==> src/rtl/vsc_pkg.sv <==
package vsc_pkg;
  localparam int VT_W      = 12;          // widest frame length field
  localparam int LCMP_W    = 10;          // compare line width
  localparam int AD_W      = 16;          // frame buffer address width
  localparam int LN_W      = VT_W + 1;    // counter holds length + 1

  // bit positions inside the shared configuration bytes
  localparam int OVF_LEN8  = 0;
  localparam int OVF_LEN9  = 5;
  localparam int OVF_CMP8  = 4;
  localparam int MSL_CMP9  = 6;

  typedef struct packed {
    logic [VT_W-1:0]   len;
    logic [LCMP_W-1:0] cmp;
  } vsc_timing_t;
endpackage

==> src/rtl/vsc_field_decode.sv <==
module vsc_field_decode
  import vsc_pkg::*;
(
  input  logic        ext_mode,
  input  logic [7:0]  vt_lo,
  input  logic [7:0]  ovf,
  input  logic [3:0]  vt_ext,
  input  logic [7:0]  lc_lo,
  input  logic [7:0]  msl,
  output vsc_timing_t timing
);
  localparam int LEG_W = 10;

  logic [LEG_W-1:0] legacy_len;
  logic [VT_W-1:0]  ext_len;

  assign legacy_len = {ovf[OVF_LEN9], ovf[OVF_LEN8], vt_lo};
  assign ext_len    = VT_W'({vt_ext, vt_lo});

  always_comb begin
    timing.len = ext_mode ? ext_len : VT_W'(legacy_len);
    timing.cmp = LCMP_W'({msl[MSL_CMP9], ovf[OVF_CMP8], lc_lo});
  end
endmodule

==> src/rtl/vsc_line_counter.sv <==
module vsc_line_counter
  import vsc_pkg::*;
#(
  parameter int LEN_W = VT_W,
  localparam int CW   = LEN_W + 1
)(
  input  logic             clk,
  input  logic             rst,
  input  logic             line_en,
  input  logic [LEN_W-1:0] len_in,
  output logic [CW-1:0]    cnt,
  output logic [CW-1:0]    cnt_next,
  output logic [LEN_W-1:0] len_act,
  output logic             wrap,
  output logic             step,
  output logic             frame_end
);
  logic at_last;

  assign at_last  = (cnt == CW'(len_act) + CW'(1));
  assign wrap     = line_en & at_last;
  assign step     = line_en & ~at_last;
  assign cnt_next = cnt + CW'(1);

  always_ff @(posedge clk) begin
    if (rst) begin
      cnt       <= '0;
      len_act   <= len_in;
      frame_end <= 1'b0;
    end else begin
      frame_end <= 1'b0;
      if (wrap) begin
        cnt     <= '0;
        len_act <= len_in;          // mode and length switch here only
      end else if (step) begin
        cnt       <= cnt_next;
        frame_end <= (cnt == CW'(len_act));
      end
    end
  end
endmodule

==> src/rtl/vsc_addr_gen.sv <==
module vsc_addr_gen
  import vsc_pkg::*;
#(
  parameter int CW  = LN_W,
  parameter int CMW = LCMP_W,
  parameter int AW  = AD_W
)(
  input  logic           clk,
  input  logic           rst,
  input  logic           wrap,
  input  logic           step,
  input  logic [CW-1:0]  cnt_next,
  input  logic [CMW-1:0] cmp,
  input  logic [AW-1:0]  start,
  input  logic [AW-1:0]  pitch,
  output logic [AW-1:0]  addr
);
  logic          cmp_zero;
  logic          hit_next;
  logic [AW-1:0] top_addr;

  assign cmp_zero = (cmp == '0);
  assign hit_next = (cnt_next == CW'(cmp));
  assign top_addr = cmp_zero ? '0 : start;

  always_ff @(posedge clk) begin
    if (rst || wrap) begin
      addr <= top_addr;
    end else if (step) begin
      addr <= hit_next ? '0 : addr + pitch;
    end
  end
endmodule

==> src/rtl/vscan_split.sv <==
module vscan_split
  import vsc_pkg::*;
(
  input  logic             clk,
  input  logic             rst,
  input  logic             line_en,
  input  logic             ext_mode,
  input  logic [7:0]       vt_lo,
  input  logic [7:0]       ovf,
  input  logic [3:0]       vt_ext,
  input  logic [7:0]       lc_lo,
  input  logic [7:0]       msl,
  input  logic [7:0]       start_hi,
  input  logic [7:0]       start_lo,
  input  logic [AD_W-1:0]  row_pitch,
  output logic [LN_W-1:0]  line_num,
  output logic             frame_end,
  output logic [AD_W-1:0]  line_addr
);
  vsc_timing_t       timing;
  logic [VT_W-1:0]   len_act;
  logic [LCMP_W-1:0] lc_val;
  logic [AD_W-1:0]   start_val;
  logic [LN_W-1:0]   cnt_next;
  logic              wrap;
  logic              step;

  assign lc_val    = timing.cmp;
  assign start_val = {start_hi, start_lo};

  vsc_field_decode u_dec (
    .ext_mode (ext_mode),
    .vt_lo    (vt_lo),
    .ovf      (ovf),
    .vt_ext   (vt_ext),
    .lc_lo    (lc_lo),
    .msl      (msl),
    .timing   (timing)
  );

  vsc_line_counter #(.LEN_W(VT_W)) u_cnt (
    .clk       (clk),
    .rst       (rst),
    .line_en   (line_en),
    .len_in    (timing.len),
    .cnt       (line_num),
    .cnt_next  (cnt_next),
    .len_act   (len_act),
    .wrap      (wrap),
    .step      (step),
    .frame_end (frame_end)
  );

  vsc_addr_gen #(.CW(LN_W), .CMW(LCMP_W), .AW(AD_W)) u_addr (
    .clk      (clk),
    .rst      (rst),
    .wrap     (wrap),
    .step     (step),
    .cnt_next (cnt_next),
    .cmp      (lc_val),
    .start    (start_val),
    .pitch    (row_pitch),
    .addr     (line_addr)
  );
endmodule

==> config.mk <==
export PLATFORM = sky130hd
export DESIGN_NAME = vscan_split
export DESIGN_NICKNAME = d
export VERILOG_FILES = /design/src/rtl/vsc_pkg.sv /design/src/rtl/vsc_field_decode.sv /design/src/rtl/vsc_line_counter.sv /design/src/rtl/vsc_addr_gen.sv /design/src/rtl/vscan_split.sv
export SDC_FILE = /design/constraint.sdc
export NUM_CORES = 1
export LEC_CHECK = 0
export BUFFER_PORTS_ARGS = -buffer_cell sky130_fd_sc_hd__buf_4
export CORE_MARGIN = 3
export CORE_UTILIZATION = 56
export DETAILED_ROUTE_END_ITERATION = 6
export PLACE_DENSITY = 0.84
export SLEW_MARGIN = 0
export SYNTH_ARGS = -nofsm -noshare
export SYNTH_HDL_FRONTEND = slang
export SYNTH_SLANG_ARGS = --single-unit
==> constraint.sdc <==
create_clock -name clk -period 7.09 [get_ports clk]
set_input_delay 0.3545 -clock clk [delete_from_list [all_inputs] [get_ports clk]]
set_output_delay 0.3545 -clock clk [all_outputs]
set_load 0.02 [all_outputs]
==> run summary <==
The cell area after technology mapping is 3280 µm², and the area fraction in compound gates after synthesis is 18.2%. Capturing point of the worst reg2reg path: u_cnt.len_act[5]. For this design, the sink count on the clock tree is 42. Floorplan row count: 27. For the total clock buffers created by CTS, the log shows 5.

The tools report the number of nets in the layout as 520. The tools report the starting utilization of the core area as 58.8%. The number of nets handed over by synthesis was 443. The detail-routed net length per standard cell was 15.6 µm.

Of the cells placed in the final design, the portion with a size suffix greater than 1 is 25.1%. The arithmetic-cell share of the synthesized area counting full adders, half adders and majority gates was 7.10%. The number of synthesized flops with an enable pin was 28; the total number of vias was 2951. In this run the post-CTS setup repair buffer count came out at 0. The die outline area was 6810 µm²; the antenna diode count was 0. STA classifies the critical path endpoint as a register. The kind of path behind the tightest hold check was in -> reg. TritonCTS built the clock tree.

Summed over all cells, the static leakage comes to 1.62 nW. The flow ran to the end, and the final reports show no timing, DRC or antenna violations. By area the synthesized netlist is led by sky130_fd_sc_hd__edfxtp_1 26%, sky130_fd_sc_hd__xnor2_1 8.8%, sky130_fd_sc_hd__dfxtp_1 8.6%. The vertical extent of the die was 82.5 µm. Of the synthesized area, sequential elements account for 34.2%.

Power spread over the standard cell area amounts to 202 nW/µm². In this run the number of cells on the critical path is 8. In the routed design, unresolved DRC markers number 0. In this run the remaining antenna-violating nets after routing total 0. The signal on the critical path passes through ha_1, and2_1, o21ai_0, o311ai_0, a2111oi_4, o2111ai_4, o21bai_1, buf_4. The sum of net half-perimeters after detailed placement is 6060 µm. Of all cell types, the one taking the most synthesized area is sky130_fd_sc_hd__edfxtp_1. The average size of a mapped cell was 9.28 µm². In this run the biggest area consumer among cell types represents 25.7% of the synthesized area. The clock root buffer master was sky130_fd_sc_hd__clkbuf_8. The cell count after synthesis is 353, and the slew at the pin closest to its max-slew limit is 0.635 ns. The signed area change from the synthesized netlist to the final layout is 23.6%. The vias per cell was 5.87. Number of global-route vias before repair: 2809. After clock tree synthesis, the clock-pin slew on the worst setup and hold paths is 0.08 ns.

The overall routing resource usage was 23.4%. Setup repair after global routing left no endpoint under its margin. The maximum clock insertion buffer count is 2.

The detailed router finished its first iteration with 157 violations. The tools report the largest voltage drop on the vdd net as 0.118 mV. The most used flip-flop cell after synthesis is sky130_fd_sc_hd__edfxtp_1. Across all register-to-register paths, the minimum setup slack is 3.85 ns. The largest incremental delay on the critical path was 0.58 ns; the minimum hold slack was 0.225 ns. STA classifies the critical path startpoint as a register. The peak fanout along the critical path was 16; the core footprint was 5570 µm².

For this run, asynchronously set or reset flops after synthesis account for 0%. The data required time of the worst path is 7.10 ns. The cell family contributing the most delay on the critical path is compound AO/OA/AOI/OAI gates.

The number of maximum-capacitance constraint violations was 0; the share of the clock period used by the worst path after layout was 45.7%. The critical path starts at u_cnt.len_act[0]. Across the routed clock network, the largest skew measured is 0.00747 ns.

The synthesized netlist devotes 12.6% of its cell area to XOR and XNOR gates. At the later pin of the worst-skew pair, clock insertion delay measures 0.30 ns. The depth of the CTS H-tree is 2.

In this run the worst setup path terminates at u_cnt.len_act[5]. The slowest cell on the critical path is sky130_fd_sc_hd__o21bai_1. Data arrives at the worst endpoint at 3.25 ns. The worst path in the final design needs a cycle of 3.24 ns, including I/O delays and setup. Cts-stage hold buffer count: 0. For the worst flop-to-flop path, the logic depth is 8.

Derived from the worst setup path, the maximum achievable clock frequency is 309 MHz. Headroom to the max-slew limit came out at 57.6%. For this run, the share of the core covered by cells in the final layout is 72.7%.

The first TritonRoute pass finished after 4 iterations. The total negative slack for setup checks was 0 ns; the number of synthesis warnings was 0. The count of final hold-check violations came out at 0. The first global-routing pass estimated 12400 µm of wire.

The worst setup path is of the reg -> reg kind. By area, the combinational part of the netlist is dominated by simple AND/OR/NAND/NOR gates. Summed over all layers, the global routing overflow is 0. The mux cell area share after synthesis works out to 1.60%. Setup violations remaining at the end of the flow were counted as 0.

Number of slew-limit violations in the final report: 0. The synthesized design contains 42 register bits. The number of gates resized after CTS was 0. In this run the count of I/O pins placed on the die edge is 102. Input and output buffers added on the ports amount to 89. The simple-gate area share of the yosys netlist is 22.8%. Entering global routing, the biggest net connects 21 pins. Counting distinct cell types in the post-synthesis netlist gives 54. The floorplan step set the die width to 82.5 µm.

The startpoint identified for the worst hold timing path is vt_lo[2]. Startpoint of the lowest-slack register-to-register path: u_cnt.len_act[0]. The run gives 0.851 as the final weighted congestion in routability-driven placement.

The routed wire length was 7870 µm; the initial antenna violation count was 0. The number of buffer and inverter stages on the critical path was 1.
[worst min-delay path by stage]
stage	endpoint	slack, ns	depth (start not counted)
finish	u_cnt.len_act[2]	0.23	1
global route	u_cnt.len_act[6]	0.21	1
detailed placement	u_cnt.len_act[3]	0.53	1
floorplan	u_cnt.len_act[0]	0.45	0
CTS	u_cnt.len_act[5]	0.22	1
global placement	u_cnt.len_act[5]	0.53	1
[sequential cells by signal, indices dropped and copies added, names as in the netlist]
register,cells
u_cnt.frame_end,1
u_cnt.len_act,12
u_addr.addr,16
u_cnt.cnt,13
[kinds of logic after synthesis]
kind of cell	Yosys count
DFF	42
and+or+nand+nor	139
muxes	5
AOI/OAI and AO/OA	77
xor gates and xnor gates	47
buffers and inverters	25
adders and majority gates	18
[final cells by class]
type | count | area (µm²)
Clock inverter | 1 | 30.0
Multi-Input combinational cell | 286 | 2040
Sequential cell | 42 | 1120
Timing Repair Buffer | 90 | 676
Clock buffer | 7 | 76.3
Fill cell | 437 | 1520
Inverter | 5 | 18.8
Tap cell | 72 | 90.1
[routing by layer]
metal / GRT usage (%) / wire [µm] / vias up
li1: - / - / 1472
met1: 29.2 / 3600 / 1377
met2: 40.1 / 3740 / 96
met3: 4.34 / 462 / 6
met4: 8.82 / 68 / 0
met5: 0 / 0 / -
[Yosys cell counts, types with 5 or more instances]
master                     instances
sky130_fd_sc_hd__xnor2_1          33
sky130_fd_sc_hd__edfxtp_1         28
sky130_fd_sc_hd__nand2_1          27
sky130_fd_sc_hd__nand3_1          23
sky130_fd_sc_hd__nor2_1           21
sky130_fd_sc_hd__ha_1             17
sky130_fd_sc_hd__nor3_1           17
sky130_fd_sc_hd__a22o_1           15
sky130_fd_sc_hd__dfxtp_1          14
sky130_fd_sc_hd__xor2_1           14
sky130_fd_sc_hd__a21oi_1          13
sky130_fd_sc_hd__o21ai_0          12
sky130_fd_sc_hd__clkbuf_1         10
sky130_fd_sc_hd__nor4_1            9
sky130_fd_sc_hd__a31oi_1           8
sky130_fd_sc_hd__nor2b_1           8
sky130_fd_sc_hd__buf_2             6
sky130_fd_sc_hd__a21o_1            5
sky130_fd_sc_hd__inv_1             5
[cells in the final DEF (no fill, tap or decap), drive strengths merged, types with 2 or more instances in the layout]
| cell type | count |
|---|---|
| and2 | 4 |
| edfxtp | 28 |
| nand4 | 4 |
| xnor2 | 33 |
| buf | 90 |
| a21o | 5 |
| mux2i | 3 |
| o21a | 5 |
| and4b | 2 |
| a21oi | 13 |
| or2 | 2 |
| a31oi | 8 |
| and3 | 2 |
| ha | 17 |
| a211oi | 5 |
| or3 | 3 |
| nor2 | 21 |
| nor3 | 17 |
| xor2 | 14 |
| a2111oi | 2 |
| nand3b | 2 |
| a22o | 15 |
| o21bai | 2 |
| and4 | 4 |
| clkbuf | 7 |
| nand4b | 4 |
| o21ai | 13 |
| nand2 | 27 |
| mux2 | 2 |
| nand3 | 23 |
| nor2b | 8 |
| dfxtp | 14 |
| nor3b | 4 |
| o311ai | 2 |
| nor4 | 9 |
| inv | 5 |
[report_power, final]
| part | switching, W | internal (W) |
|---|---|---|
| logic | 0.000156 | 0.000153 |
| clock network | 0.0000885 | 0.000106 |
| registers | 0.0000220 | 0.000295 |
[metrics by stage]
step           worst slack [ns]  power [W]  std cells  area (µm²)
3_5_place_dp               3.85   0.000628        495        3950
2_1_floorplan              4.16   0.000533        353        3280
5_1_grt                    3.60   0.000869        503        4050
3_3_place_gp               3.95   0.000620        495        3950
4_1_cts                    3.84   0.000820        503        4050
6_report                   3.85   0.000820        503        4050
(Power assumes the default switching activity.)
